## config.mk

```make
export PLATFORM = sky130hd
export DESIGN_NAME = sdram_bank_sequencer
export DESIGN_NICKNAME = d
export VERILOG_FILES = /design/src/rtl/bank_seq_pkg.sv /design/src/rtl/bank_delay_timer.sv /design/src/rtl/bank_row_tracker.sv /design/src/rtl/bank_wait_counter.sv /design/src/rtl/sdram_bank_sequencer.sv
export SDC_FILE = /design/constraint.sdc
export NUM_CORES = 1
export LEC_CHECK = 0
export BUFFER_PORTS_ARGS = -buffer_cell sky130_fd_sc_hd__buf_2
export CELL_PAD_IN_SITES_DETAIL_PLACEMENT = 1
export CELL_PAD_IN_SITES_GLOBAL_PLACEMENT = 1
export CORE_MARGIN = 5
export CORE_UTILIZATION = 41
export CTS_CLUSTER_SIZE = 14
export DETAILED_ROUTE_END_ITERATION = 8
export GPL_TIMING_DRIVEN = 0
export MAX_ROUTING_LAYER = met4
export PLACE_DENSITY_LB_ADDON = 0.3
export SLEW_MARGIN = 20
export SYNTH_ARGS = -nofsm -noshare
export SYNTH_HDL_FRONTEND = slang
export SYNTH_SLANG_ARGS = --single-unit
```

## constraint.sdc

```tcl
create_clock -name clk -period 3.1 [get_ports clk]
set_clock_uncertainty 0.2 [all_clocks]
set_input_delay 0.93 -clock clk [delete_from_list [all_inputs] [get_ports clk]]
set_output_delay 0.93 -clock clk [all_outputs]
set_load 0.01 [all_outputs]
```

## src/rtl/bank_seq_pkg.sv

```systemverilog
package bank_seq_pkg;

    typedef enum logic [2:0] {
        CMD_NOP = 3'd0,
        CMD_ACT = 3'd1,
        CMD_RD  = 3'd2,
        CMD_WR  = 3'd3,
        CMD_PRE = 3'd4
    } bank_cmd_e;

    typedef enum logic [2:0] {
        ST_IDLE,
        ST_OPEN,
        ST_CLOSE,
        ST_ACTIVATE,
        ST_COLUMN,
        ST_BURST
    } bank_state_e;

    // timer slots
    localparam int unsigned TMR_RP  = 0;
    localparam int unsigned TMR_RAS = 1;
    localparam int unsigned TMR_RCD = 2;
    localparam int unsigned TMR_NUM = 3;

    function automatic int unsigned timer_width(input int unsigned cycles);
        return (cycles > 1) ? $clog2(cycles) : 1;
    endfunction

    function automatic bank_cmd_e column_cmd(input logic is_write);
        return is_write ? CMD_WR : CMD_RD;
    endfunction

    function automatic logic is_column_cmd(input bank_cmd_e c);
        return (c == CMD_RD) || (c == CMD_WR);
    endfunction

endpackage

```

## src/rtl/bank_delay_timer.sv

```systemverilog
module bank_delay_timer
    import bank_seq_pkg::*;
#(
    parameter int unsigned CYCLES = 3
) (
    input  logic clk,
    input  logic rst,
    input  logic load,
    output logic expired
);
    localparam int unsigned CW = timer_width(CYCLES);
    localparam logic [CW-1:0] RELOAD = CW'(CYCLES - 1);

    logic [CW-1:0] cnt;

    // expired is high once CYCLES cycles have passed since the load cycle
    always_ff @(posedge clk) begin
        if (rst) begin
            cnt <= '0;
        end else if (load) begin
            cnt <= RELOAD;
        end else if (cnt != '0) begin
            cnt <= cnt - 1'b1;
        end
    end

    assign expired = (cnt == '0);

endmodule

```

## src/rtl/bank_row_tracker.sv

```systemverilog
module bank_row_tracker #(
    parameter int unsigned ROW_W = 12
) (
    input  logic             clk,
    input  logic             rst,
    input  logic             open_en,
    input  logic             close_en,
    input  logic [ROW_W-1:0] open_row,
    input  logic             open_dir,
    input  logic [ROW_W-1:0] probe_row,
    input  logic             probe_dir,
    output logic             row_open,
    output logic             probe_hit
);
    logic [ROW_W-1:0] held_row;
    logic             held_dir;
    logic             held_valid;

    always_ff @(posedge clk) begin
        if (rst) begin
            held_valid <= 1'b0;
            held_row   <= '0;
            held_dir   <= 1'b0;
        end else if (open_en) begin
            held_valid <= 1'b1;
            held_row   <= open_row;
            held_dir   <= open_dir;
        end else if (close_en) begin
            held_valid <= 1'b0;
        end
    end

    assign row_open  = held_valid;
    assign probe_hit = held_valid && (held_row == probe_row) && (held_dir == probe_dir);

endmodule

```

## src/rtl/bank_wait_counter.sv

```systemverilog
module bank_wait_counter #(
    parameter int unsigned WAIT_W = 8
) (
    input  logic              clk,
    input  logic              rst,
    input  logic              clear,
    input  logic              step,
    output logic [WAIT_W-1:0] value
);
    localparam logic [WAIT_W-1:0] TOP = {WAIT_W{1'b1}};

    always_ff @(posedge clk) begin
        if (rst || clear) begin
            value <= '0;
        end else if (step && (value != TOP)) begin
            value <= value + 1'b1;
        end
    end

endmodule

```

## src/rtl/sdram_bank_sequencer.sv

```systemverilog
module sdram_bank_sequencer
    import bank_seq_pkg::*;
#(
    parameter int unsigned ROW_W  = 12,
    parameter int unsigned COL_W  = 10,
    parameter int unsigned T_RP   = 3,
    parameter int unsigned T_RAS  = 8,
    parameter int unsigned T_RCD  = 3,
    parameter int unsigned WAIT_W = 8
) (
    input  logic              clk,
    input  logic              rst,
    input  logic              req_valid,
    output logic              req_ready,
    input  logic              req_write,
    input  logic [ROW_W-1:0]  req_row,
    input  logic [COL_W-1:0]  req_col,
    output logic [2:0]        cmd_code,
    output logic [ROW_W-1:0]  cmd_row,
    output logic [COL_W-1:0]  cmd_col,
    output logic              data_strobe,
    output logic              access_done,
    output logic              access_hit,
    output logic [WAIT_W-1:0] access_wait
);
    localparam int unsigned TMR_CYC [TMR_NUM] = '{T_RP, T_RAS, T_RCD};

    bank_state_e state, state_nx;
    bank_cmd_e   cmd;

    logic [ROW_W-1:0] pend_row;
    logic [COL_W-1:0] pend_col;
    logic             pend_wr;
    logic             pend_hit;

    logic               accept;
    logic               probe_hit;
    logic               row_open;
    logic               open_en;
    logic               close_en;
    logic [TMR_NUM-1:0] t_load;
    logic [TMR_NUM-1:0] t_exp;
    logic               col_issue;
    logic               wait_step;

    // spacing timers, one per constraint
    for (genvar g = 0; g < TMR_NUM; g++) begin : g_tmr
        bank_delay_timer #(
            .CYCLES(TMR_CYC[g])
        ) u_tmr (
            .clk    (clk),
            .rst    (rst),
            .load   (t_load[g]),
            .expired(t_exp[g])
        );
    end

    bank_row_tracker #(
        .ROW_W(ROW_W)
    ) u_rows (
        .clk      (clk),
        .rst      (rst),
        .open_en  (open_en),
        .close_en (close_en),
        .open_row (pend_row),
        .open_dir (pend_wr),
        .probe_row(req_row),
        .probe_dir(req_write),
        .row_open (row_open),
        .probe_hit(probe_hit)
    );

    bank_wait_counter #(
        .WAIT_W(WAIT_W)
    ) u_wait (
        .clk  (clk),
        .rst  (rst),
        .clear(accept),
        .step (wait_step),
        .value(access_wait)
    );

    assign req_ready = (state == ST_IDLE) || (state == ST_OPEN);
    assign accept    = req_valid && req_ready;

    // request capture
    always_ff @(posedge clk) begin
        if (rst) begin
            pend_row <= '0;
            pend_col <= '0;
            pend_wr  <= 1'b0;
            pend_hit <= 1'b0;
        end else if (accept) begin
            pend_row <= req_row;
            pend_col <= req_col;
            pend_wr  <= req_write;
            pend_hit <= probe_hit;
        end
    end

    always_ff @(posedge clk) begin
        if (rst) begin
            state <= ST_IDLE;
        end else begin
            state <= state_nx;
        end
    end

    // command and next-state decode
    always_comb begin
        state_nx  = state;
        cmd       = CMD_NOP;
        open_en   = 1'b0;
        close_en  = 1'b0;
        t_load    = '0;
        case (state)
            ST_IDLE: begin
                if (accept) begin
                    state_nx = ST_ACTIVATE;
                end
            end
            ST_OPEN: begin
                if (accept) begin
                    state_nx = probe_hit ? ST_COLUMN : ST_CLOSE;
                end
            end
            ST_CLOSE: begin
                if (t_exp[TMR_RAS]) begin
                    cmd              = CMD_PRE;
                    close_en         = 1'b1;
                    t_load[TMR_RP]   = 1'b1;
                    state_nx         = ST_ACTIVATE;
                end
            end
            ST_ACTIVATE: begin
                if (t_exp[TMR_RP]) begin
                    cmd              = CMD_ACT;
                    open_en          = 1'b1;
                    t_load[TMR_RAS]  = 1'b1;
                    t_load[TMR_RCD]  = 1'b1;
                    state_nx         = ST_COLUMN;
                end
            end
            ST_COLUMN: begin
                if (t_exp[TMR_RCD]) begin
                    cmd      = column_cmd(pend_wr);
                    state_nx = ST_BURST;
                end
            end
            ST_BURST: begin
                state_nx = ST_OPEN;
            end
            default: begin
                state_nx = ST_IDLE;
            end
        endcase
    end

    assign col_issue = is_column_cmd(cmd);

    // waiting cycles: any cycle of the access before its column command
    assign wait_step = ((state == ST_CLOSE) || (state == ST_ACTIVATE) ||
                        (state == ST_COLUMN)) && !col_issue;

    assign cmd_code    = cmd;
    assign cmd_row     = (cmd == CMD_ACT) ? pend_row : '0;
    assign cmd_col     = col_issue ? pend_col : '0;
    assign data_strobe = col_issue || (state == ST_BURST);
    assign access_done = (state == ST_BURST);
    assign access_hit  = (state == ST_BURST) && pend_hit;

    logic unused_ok;
    assign unused_ok = row_open;

endmodule

```

* Word-level counts from Yosys, hierarchy flattened
Index checks and enable logic that the tools add are counted.
Word-level totals: register bits 56, input bits 26, output and inout bits 37, logic and storage cells 89
Operators by class: $add $sub $neg 4, equal/unequal tests 16, mux-type cells 28, reduce and logical (&&, ||, !) cells 27
Operator list (count):
- $mux 3 | 9
- $pmux 3 s6 | 1
- $mux 2 | 7
- $eq 12x12->1 | 1
- $eq 3x2->1 const B | 4
- $mux 12 | 1
- $reduce_bool 2->1 | 6
- $mux 10 | 1
- $ne 2x1->1 const B | 5
- $pmux 3 s3 | 1
- $add 8x1->8 const B | 1
- $mux 1 | 8
- $ne 8x8->1 const B | 1
- $eq 3x1->1 const B | 2
- $eq 3x3->1 const B | 2
- $logic_and 1x1->1 | 6
- $logic_not 3->1 | 2
- $logic_or 1x1->1 | 6
- $reduce_and 5->1 | 1
- $logic_not 2->1 | 2
- $reduce_or 2->1 | 2
- $sub 2x1->2 const B | 2
- $reduce_bool 3->1 | 1
- $sub 3x1->3 const B | 1
- other kinds (2) | 2

* Depth between registers and ports, before layout
Gate-level depths: netlist of run 1.
word-level depth 8, depth in mapped cells 7, gate-level depth less buffers 6

* Hierarchy
A second synthesis of run 1 with hierarchy kept.
Unflattened totals: cell total of the unflattened synthesis 307, area, all modules 2708.8 um^2
By module, submodules not included:
- sdram_bank_sequencer | times used 1, cells an instance 165, area each 1338.8 um^2, seq. area each 540.5 um^2
- bank_row_tracker | times used 1, cells an instance 64, area each 644.4 um^2, seq. area each 280.3 um^2
- bank_wait_counter | times used 1, cells an instance 48, area each 421.7 um^2, seq. area each 160.2 um^2
- bank_delay_timer (g_tmr[1].u_tmr) | times used 1, cells an instance 18, area each 168.9 um^2, seq. area each 60.1 um^2
- bank_delay_timer (g_tmr[0].u_tmr ...) | times used 2, cells an instance 6, area each 67.6 um^2, seq. area each 40.0 um^2

* Least setup slack after synthesis of run 1
OpenSTA, ideal clock, no wires.
kind register -> output, from register state[1], to output data_strobe, arrival time 1429 ps, data required time 1970 ps, setup slack 541 ps, stages on the path, launching flop included 5, buffers on the path 1, path through dfxtp_1 > buf_2 > or3b_4 > nor3_1 > nand2b_1
Between the ends: longest elaborated chain between the ends 5, elaborated cells on any way between the ends 9, those cells by class 6 x eq/ne; 1 x mux; 2 x reduce/logical
Ends and longest elaborated chain:
- from (decl) | RTL line sdram_bank_sequencer.sv:28 | bank_state_e state, state_nx;
- from (signal assigned) | RTL line sdram_bank_sequencer.sv:105 | state <= state_nx;
- $eq 3x3->1 or $eq 3x2->1 (tied branches) | RTL line sdram_bank_sequencer.sv:116 | case (state)
- $pmux 3 s3 * | RTL line sdram_bank_sequencer.sv:116
- named net cmd_code[1] | RTL line sdram_bank_sequencer.sv:18 | output logic [2:0] cmd_code,
- $eq 3x2->1 | RTL line bank_seq_pkg.sv:35 | return (c == CMD_RD) || (c == CMD_WR);
- $logic_or 1x1->1 * | RTL line bank_seq_pkg.sv:35
- $logic_or 1x1->1 * | RTL line sdram_bank_sequencer.sv:168 | assign data_strobe = col_issue || (state == ST_BURST);
- to (decl) | RTL line sdram_bank_sequencer.sv:21 | output logic data_strobe,
The timed path passes the listed nets; every way through them passes the cells marked *.

* Final worst setup path of run 1
from register state[1], to output cmd_row[6]
Between the ends: longest elaborated chain between the ends 4, elaborated cells on any way between the ends 6, those cells by class 4 x eq/ne; 2 x mux
Ends and longest elaborated chain:
- $eq 3x3->1 or $eq 3x2->1 (tied branches) | RTL line sdram_bank_sequencer.sv:116
- $pmux 3 s3 * | RTL line sdram_bank_sequencer.sv:116
- $eq 3x1->1 * | RTL line sdram_bank_sequencer.sv:166 | assign cmd_row = (cmd == CMD_ACT) ? pend_row : '0;
- $mux 12 * | RTL line sdram_bank_sequencer.sv:166
- to (decl) | RTL line sdram_bank_sequencer.sv:19 | output logic [ROW_W-1:0] cmd_row,
Mark *: on every way between the ends. The rest lies on a longest branch, timed or not.

==> out/qor.txt, run 1 <==
Hold_sp - u_rows.held_row[4]
Routed length per instance - 15.8 µm
Via count - 2217
Commonest non-fill, non-tap cell in the layout - buf_2
Reg area - 0.00112 mm²
Syn nets - 304
Skew-Pair Late Insertion Delay - 310 ps
Hold buffer count at CTS - 0
Prevailing post-synth register cell - dfxtp_1
# diodes - 0
GR Util All Layers - 19.0%
Post-Place Cells - 411
Worst setup path start - state[1]
Worst-path fanout max - 10
Min cycle time layout - 2930 ps
Vias per inst - 5.32
CP Data Arrival Time - 1800 ps
DRC - 0
Slew margin rel. - 36.8%
Worst VDD drop - 0.307 mV
EDFF count, synth - 0
Clock Pin Slew Worst Setup and Hold Paths - 100 ps
Remaining global-route overflow - 0
Max-cap violations - 0
CTS Root Cell - clkbuf_8
CP Capture Type - output pin
Placement Setup Slack - 35.2 ps
Initial DRC Count - 101
Detailed placer's ending HPWL - 4.85 mm
Placer Congestion - 0.778
Initial antenna violation count - 0
Core area - 0.00582 mm²
Syn-to-layout area delta - 21.6%
Leak pwr - 0.00141 µW
Worst Path Required - 1970 ps
Nets@finish - 370
Post-synthesis average cell area - 8.80 µm²
Status - finished, final reports clean
Routed Wire Length - 6.57 mm
Yosys reg bits - 56
Die Height - 86.8 µm
Post-Syn Area - 0.00242 mm²
Final setup vio count - 0
# port buffers - 61
CTS Buffer Depth - 2
Pins Over Slew Limit - 0
Die area - 0.00754 mm²
Num rows - 28
R2R depth - 4
Origin of the critical flop-to-flop path - state[1]
H-tree lvl count - 2
Period utilisation layout - 94.6%
Multi-input gate area - 0.00118 mm²
Final Non-Filler Cells - 417
Final Hold Vio Count - 0
Top Ports - 63
Final core occ - 50.6%
Final ANT Viol Nets - 0
Clock tree from TritonCTS - done
Final WS setup - 167 ps
Yosys warns - 0
WHS - 275 ps
Cells after Synth - 275
Die width - 86.8 µm
Initial Utilization - 41.6%
HP Class - reg -> reg
Most frequent cells in the layout - 62 x buf_2, 56 x dfxtp_1, 38 x nand2_1
Fmax - 0.341 GHz
Worst-Margin Slew - 945 ps
# fillers - 753
Pwr Density - 705 mW/mm²
Post-DP Area - 0.00282 mm²
Register area share after synthesis - 46.3%
Post-CTS setup buffers - 0
Post-Layout Inst Area - 0.00294 mm²
Hold Crit Depth - 2
Setup CP Type - reg -> out
CP startpoint kind - flop
Asr flop ratio synth - 0%
Largest net degree at the start of global routing - 17
CTS Buf Count - 5
Vias in the first global route - 2331
Synth unique cells - 41
Drt pass-1 iters - 4
Clock sink count - 56
First-pass GRT wire length - 11.0 mm
Layout cell share with drive strength beyond 1 - 24.0%
==> state kept, by name, summed over array words and instances (netlist names) <==
signal,count
state,3
u_rows.row_open,1
pend_col,10
pend_hit,1
u_rows.held_row,12
g_tmr.u_tmr.cnt,7
u_rows.held_dir,1
u_wait.value,8
pend_wr,1
pend_row,12
==> critical path: stages, from the launching register on <==
cell     delay, ps
dfxtp_1        310
buf_2          200
nor2b_2        200
and3_2         280
buf_4          210
nand2_1         90
inv_1           60
buf_2          120
==> stage by stage <==
step	TNS (ps)	total power [µW]
5_1_grt	-0.0167	2210
2_1_floorplan	0	1380
6_report	0	2070
3_3_place_gp	0	1570
4_1_cts	0	2090
3_5_place_dp	0	1600
==> synth_stat cells (all sizes together) (2+ instances only) <==
master | count | area, µm²
dfxtp | 56 | 1120
nand2 | 38 | 143
a21oi | 26 | 130
a22o | 23 | 201
inv | 17 | 63.8
clkbuf | 12 | 45.0
and3 | 11 | 68.8
nor2 | 11 | 41.3
xor2 | 9 | 78.8
o21ai | 7 | 35.0
o31ai | 6 | 45.0
nand3 | 5 | 25.0
xnor2 | 5 | 43.8
buf | 4 | 27.5
nor4 | 4 | 25.0
a211oi | 3 | 22.5
ha | 3 | 37.5
nand2b | 3 | 18.8
nand4 | 3 | 18.8
nor3b | 3 | 22.5
nor4b | 3 | 32.5
or3 | 3 | 18.8
or4 | 3 | 22.5
a21o | 2 | 15.0
o211ai | 2 | 15.0
o21a | 2 | 15.0
or3b | 2 | 20.0
==> power breakdown <==
part	internal, µW	switching, µW	leakage (µW)	total (µW)
registers	837	80.5	0.000456	917
clock network	240	232	0.0000552	473
logic	269	414	0.000898	684
total	1350	727	0.00141	2070
==> final cells by class <==
cell class | instances | share of cell area, %
timing repair buffer | 61 | 10.4
buffer | 14 | 2.38
clock inverter | 2 | 1.19
inverter | 17 | 2.17
sequential | 56 | 38.1
clock buffer | 6 | 2.47
tap | 75 | 3.19
multi-input combinational | 186 | 40.1
==> metal layers <==
metal / global-route usage, % / vias to the layer above / routed length, µm
li1: - / 1095 / -
met4: 5.95 / 0 / 81
met3: 3.99 / 6 / 250
met1: 23.2 / 1076 / 3060
met2: 31.3 / 40 / 3180
met5: - / - / 0
==> kinds of logic (layout without fill, tap and decap cells) <==
kind of cell	Yosys count	count (layout)	share of synthesized area [%]
mux	1	1	0.414
xor+xnor	14	14	5.07
compound gates	74	74	20.8
simple gates	94	94	20.2
fa+ha+maj	3	3	1.55
flops	56	56	46.3
buf+inv	33	100	5.64
==> repair_timing <==
| item | in CTS | in global routing |
|---|---|---|
| gates resized for setup | 5 | 4 |
| hold endpoints to repair | 0 | 0 |
| setup endpoints to repair | 18 | 9 |
==> path summary, 6_finish.rpt <==
check | endpoint | slack, ps
hold reg to reg | u_rows.held_row[4] | 280
setup reg to reg | pend_row[9] | 850
setup / recovery | cmd_row[6] | 170
hold / removal | u_rows.held_row[4] | 280
(Power assumes the default switching activity.)
==> inputs of run 2 (changes only) <==
- RECOVER_POWER: unset -> 100
==> run 2 against run 1 <==
Compared with the run above: worst setup slack got worse by 34 ps; flip-flop and latch count unchanged; clock power about the same; critical path type unchanged.
==> out/qor.txt, run 2 (synthesized netlist as in run 1, its figures left out) <==
Die Height - 86.8 µm (unchanged)
# diodes - 0 (unchanged)
Initial DRC Count - 119 (was 101)
Sw power - 724 µW (was 727 µW)
Worst VDD drop - 0.298 mV (was 0.307 mV)
Hold Crit Depth - 2 (unchanged)
Slew margin rel. - 37.1% (was 36.8%)
Worst-path cell chain - buf_2, or3b_1, nor3_2, nand2_1, nand2_1, clkbuf_2 (was buf_2, nor2b_2, and3_2, buf_4, nand2_1, inv_1, buf_2)
Most frequent cells in the layout - 56 x dfxtp_1, 38 x nand2_1, 37 x clkbuf_1 (was 62 x buf_2, 56 x dfxtp_1, 38 x nand2_1)
Clock sink count - 56 (unchanged)
Placer Congestion - 0.778 (unchanged)
Multi-input gate area - 0.00118 mm² (about the same)
Final Hold Vio Count - 0 (unchanged)
Nets@finish - 370 (unchanged)
Initial Utilization - 41.6% (unchanged)
Leak pwr - 0.00129 µW (was 0.00141 µW)
Vias in the first global route - 2331 (unchanged)
Switching part of the total - 35.2% (was 35.1%)
Vias per inst - 5.28 (was 5.32)
CP Data Arrival Time - 1840 ps (was 1800 ps)
Hold buffer count at CTS - 0 (unchanged)
Routed length per instance - 15.7 µm (was 15.8 µm)
Post-Layout Inst Area - 0.00290 mm² (was 0.00294 mm²)
Crit-path max cell delay - 460 ps (was 310 ps)
Clock Pin Slew Worst Setup and Hold Paths - 100 ps (about the same)
Pins Over Slew Limit - 0 (unchanged)
CTS Buf Count - 5 (unchanged)
Comb pwr share - 32.4% (was 33.0%)
Final ANT Viol Nets - 0 (unchanged)
HP Class - reg -> reg (unchanged)
Setup CP Type - reg -> out (unchanged)
Internal power - 1330 µW (was 1350 µW)
R2R depth - 6 (was 4)
# resized after CTS - 5 (unchanged)
Final WS setup - 133 ps (was 167 ps)
Worst Path Required - 1970 ps (about the same)
Post-DP Area - 0.00282 mm² (unchanged)
Initial antenna violation count - 0 (unchanged)
H-tree lvl count - 2 (unchanged)
# fillers - 761 (was 753)
Min cycle time layout - 2970 ps (was 2930 ps)
Clock tree from TritonCTS - done (unchanged)
Final setup vio count - 0 (unchanged)
Die area - 0.00754 mm² (unchanged)
Worst-path fanout max - 10 (unchanged)
CTS Buffer Depth - 2 (unchanged)
Setup TNS - 0 ps (unchanged)
# port buffers - 61 (unchanged)
Layout cell share with drive strength beyond 1 - 15.8% (was 24.0%)
GR Util All Layers - 19.0% (unchanged)
Core area - 0.00582 mm² (unchanged)
Via count - 2203 (was 2217)
Period utilisation layout - 95.7% (was 94.6%)
Commonest non-fill, non-tap cell in the layout - dfxtp_1 (was buf_2)
CP startpoint kind - flop (unchanged)
Skew-Pair Late Insertion Delay - 310 ps (about the same)
Syn-to-layout area delta - 20.0% (was 21.6%)
Post-CTS setup buffers - 0 (unchanged)
Most used cell, CP - nand2_1 (was buf_2)
Largest regs - pend_row x12, u_rows.held_row x12, pend_col x10 (unchanged)
Remaining global-route overflow - 0 (unchanged)
Reg power frac - 44.5% (was 44.2%)
CP max-delay cell - or3b_1 (was dfxtp_1)
Placement Setup Slack - 35.2 ps (unchanged)
Largest net degree at the start of global routing - 17 (unchanged)
Reg area - 0.00112 mm² (unchanged)
Critical R2R Capture - u_wait.value[1] (was pend_row[9])
Min-Delay Endpoint - u_rows.held_row[4] (unchanged)
Num rows - 28 (unchanged)
Detailed placer's ending HPWL - 4.85 mm (unchanged)
CP Capture Type - output pin (unchanged)
Drt pass-1 iters - 4 (unchanged)
RSZ-0062 raised after global routing - no
Worst reg-to-reg setup slack - 860 ps (was 850 ps)
Status - finished, final reports clean (unchanged)
Max-cap violations - 0 (unchanged)
Fmax - 0.337 GHz (was 0.341 GHz)
Origin of the critical flop-to-flop path - state[1] (unchanged)
Die width - 86.8 µm (unchanged)
Hold_sp - u_rows.held_row[4] (unchanged)
Pwr Density - 708 mW/mm² (was 705 mW/mm²)
Routed Wire Length - 6.53 mm (was 6.57 mm)
Top Ports - 63 (unchanged)
CTS Root Cell - clkbuf_8 (unchanged)
First-pass GRT wire length - 11.0 mm (unchanged)
Clock Power Share - 23.0% (was 22.8%)
DRC - 0 (unchanged)
Worst-Margin Slew - 941 ps (was 945 ps)
run 2: power by group through the flow:
stage	Clock, µW	Sequential, µW	Combinational (µW)
2_1_floorplan	0	912	470
3_3_place_gp	0	922	651
3_5_place_dp	0	929	673
4_1_cts	488	914	689
5_1_grt	517	933	747
6_report	474	915	667
run 2: per-layer routing:
| layer | GRT usage (%) | wire, µm |
|---|---|---|
| met2 | 31.3 | 3140 |
| met4 | 5.95 | 81 |
| met5 | - | 0 |
| met3 | 3.99 | 259 |
| met1 | 23.2 | 3050 |
run 2: critical path: cells and delay by family, from the launching register on:
| kind | cells | cell delay (ps) |
|---|---|---|
| buffers and inverters | 2 | 320 |
| DFF | 1 | 310 |
| and+or+nand+nor | 4 | 910 |
run 2: area by class of cell:
class | count | area share [%]
clock buffer | 6 | 2.50
multi-input combinational | 186 | 40.6
inverter | 17 | 2.20
buffer | 14 | 2.28
sequential | 56 | 38.6
clock inverter | 2 | 1.21
tap | 75 | 3.23
timing repair buffer | 61 | 9.39
run 2: worst max-delay path by stage:
stage | start | slack [ps] | cells past startpoint | to
2_1_floorplan | state[1] | 540 | 4 | data_strobe
3_3_place_gp | state[1] | 110 | 8 | cmd_row[10]
3_5_place_dp | state[1] | 40 | 8 | cmd_row[6]
4_1_cts | state[1] | 20 | 7 | cmd_row[6]
5_1_grt | state[1] | 0.9 | 7 | cmd_row[6]
6_report | state[1] | 130 | 6 | cmd_code[0]
run 2: stage by stage:
stage                     hold slack [ps]  instances  util (%)  power, µW
after CTS                             278        418      50.5       2090
after global placement                252        411      48.5       1570
after detailed placement              260        411      48.5       1600
after floorplan                       217        275         -       1380
final                                 275        417      49.9       2060
after global routing                  299        417      49.9       2200
==> inputs of run 3 (changes only) <==
- CORE_UTILIZATION: 41 -> 43
- CTS_BUF_LIST: unset -> sky130_fd_sc_hd__clkbuf_4
- SLEW_MARGIN: 20 -> 10
==> run 3 against run 2 <==
Compared with the run above: fmax is 0.44% higher; critical endpoint unchanged; clock-buffer cell count is 1 higher; sequential share of layout area is 0.52 points higher.
==> out/qor.txt, run 3 (synthesized netlist as in run 1, its figures left out) <==
Remaining global-route overflow - 0 (unchanged)
Most used cell, CP - nand2_1 (unchanged)
Initial Utilization - 44.2% (was 41.6%)
Syn-to-layout area delta - 18.4% (was 20.0%)
Drt pass-1 iters - 4 (unchanged)
Commonest non-fill, non-tap cell in the layout - dfxtp_1 (unchanged)
Vias per inst - 5.38 (was 5.28)
Worst Path Required - 1970 ps (about the same)
Via count - 2223 (was 2203)
Skew-Pair Late Insertion Delay - 360 ps (was 310 ps)
Routed Wire Length - 6.41 mm (was 6.53 mm)
Pins Over Slew Limit - 0 (unchanged)
Leak pwr - 0.00124 µW (was 0.00129 µW)
# port buffers - 61 (unchanged)
CTS Buffer Depth - 2 (unchanged)
Routing usage on met3 - 3.40% (was 3.99%)
Layout cell share with drive strength beyond 1 - 14.7% (was 15.8%)
Core area - 0.00547 mm² (was 0.00582 mm²)
Grt peak-use layer - met2 (unchanged)
Largest net degree at the start of global routing - 20 (was 17)
Clock sink count - 56 (unchanged)
Post-CTS setup buffers - 0 (unchanged)
CTS Root Cell - clkbuf_4 (was clkbuf_8)
Top Ports - 63 (unchanged)
CP startpoint kind - flop (unchanged)
Setup CP Type - reg -> out (unchanged)
Num rows - 27 (was 28)
Worst-Margin Slew - 864 ps (was 941 ps)
Slew margin rel. - 42.2% (was 37.1%)
RSZ-0062 raised after global routing - no (unchanged)
Worst-path fanout max - 10 (unchanged)
CP Data Arrival Time - 1820 ps (was 1840 ps)
Most frequent cells in the layout - 56 x dfxtp_1, 40 x clkbuf_1, 38 x nand2_1 (was 56 x dfxtp_1, 38 x nand2_1, 37 x clkbuf_1)
CTS Buf Count - 5 (unchanged)
Status - finished, final reports clean (unchanged)
Period utilisation layout - 95.3% (was 95.7%)
Die Height - 85.0 µm (was 86.8 µm)
Die area - 0.00723 mm² (was 0.00754 mm²)
Die width - 85.0 µm (was 86.8 µm)
Placer Congestion - 0.773 (was 0.778)
Worst-path cell chain - clkbuf_4, or3b_4, nor3_4, nand2_1, nand2_1, clkbuf_2 (was buf_2, or3b_1, nor3_2, nand2_1, nand2_1, clkbuf_2)
Final Hold Vio Count - 0 (unchanged)
Fmax - 0.339 GHz (was 0.337 GHz)
GR Util All Layers - 18.7% (was 19.0%)
Worst VDD drop - 0.314 mV (was 0.298 mV)
Min cycle time layout - 2950 ps (was 2970 ps)
# resized after CTS - 8 (was 5)
DRC - 0 (unchanged)
CP Capture Type - output pin (unchanged)
Detailed placer's ending HPWL - 4.82 mm (was 4.85 mm)
Vias in the first global route - 2273 (was 2331)
Clock tree from TritonCTS - done (unchanged)
# fillers - 710 (was 761)
Crit-path max cell delay - 420 ps (was 460 ps)
Final ANT Viol Nets - 0 (unchanged)
CP max-delay cell - or3b_4 (was or3b_1)
Grt met2 use - 31.6% (was 31.3%)
# diodes - 0 (unchanged)
Routed length per instance - 15.5 µm (was 15.7 µm)
Hold buffer count at CTS - 0 (unchanged)
Final WS setup - 146 ps (was 133 ps)
First-pass GRT wire length - 10.8 mm (was 11.0 mm)
Clock Pin Slew Worst Setup and Hold Paths - 140 ps (was 100 ps)
Initial DRC Count - 82 (was 119)
Final setup vio count - 0 (unchanged)
H-tree lvl count - 2 (unchanged)
Largest regs - pend_row x12, u_rows.held_row x12, pend_col x10 (unchanged)
Initial antenna violation count - 0 (unchanged)
Pwr Density - 667 mW/mm² (was 708 mW/mm²)
Nets@finish - 369 (was 370)
Placement Setup Slack - 36.3 ps (was 35.2 ps)
M1 GR Usage - 22.8% (was 23.2%)
Max-cap violations - 0 (unchanged)
Setup TNS - 0 ps (unchanged)
HP Class - reg -> reg (unchanged)
[run 3: worst paths after layout]
check | startpoint | end | slack [ps] | cells past startpoint
setup / recovery | state[1] | cmd_code[0] | 150 | 6
hold / removal | u_rows.held_row[6] | u_rows.held_row[6] | 280 | 2
hold reg to reg | u_rows.held_row[6] | u_rows.held_row[6] | 280 | 2
setup reg to reg | state[1] | pend_row[8] | 860 | 4
[run 3: through the flow]
step | instances | instance area (µm²) | hold slack (ps) | util (%) | power (µW)
after floorplan | 275 | 2420 | 217 | - | 1380
after global placement | 408 | 2820 | 254 | 51.4 | 1570
after detailed placement | 408 | 2820 | 258 | 51.4 | 1600
after CTS | 414 | 2890 | 281 | 52.8 | 1930
after global routing | 413 | 2870 | 294 | 52.4 | 2060
final | 413 | 2870 | 277 | 52.4 | 1910
[run 3: critical path: cells and delay by family (launching register included)]
kind | cells | cell delay, ps
buffers and inverters | 2 | 320
DFF | 1 | 320
and+or+nand+nor | 4 | 810
[run 3: power by group]
group	switching [µW]	total [µW]	internal [µW]
Clock	212	317	105
Sequential	80.7	918	837
Combinational	414	674	260
[run 3: per-layer routing]
| layer | up-vias | part of all wire (%) | routed length [µm] |
|---|---|---|---|
| li1 | 1099 | - | - |
| met1 | 1078 | 45 | 2870 |
| met2 | 40 | 51 | 3280 |
| met3 | 6 | 3.0 | 190 |
| met4 | 0 | 1.2 | 76 |
| met5 | - | 0 | 0 |
[run 3: area by class of cell]
| type | count | area (µm²) | area share, % |
|---|---|---|---|
| clock inverter | 1 | 3.75 | 0.131 |
| inverter | 17 | 63.8 | 2.23 |
| buffer | 13 | 61.3 | 2.14 |
| sequential | 56 | 1120 | 39.1 |
| timing repair buffer | 61 | 268 | 9.34 |
| tap | 72 | 90.1 | 3.14 |
| multi-input combinational | 186 | 1200 | 42.1 |
| clock buffer | 7 | 52.6 | 1.83 |
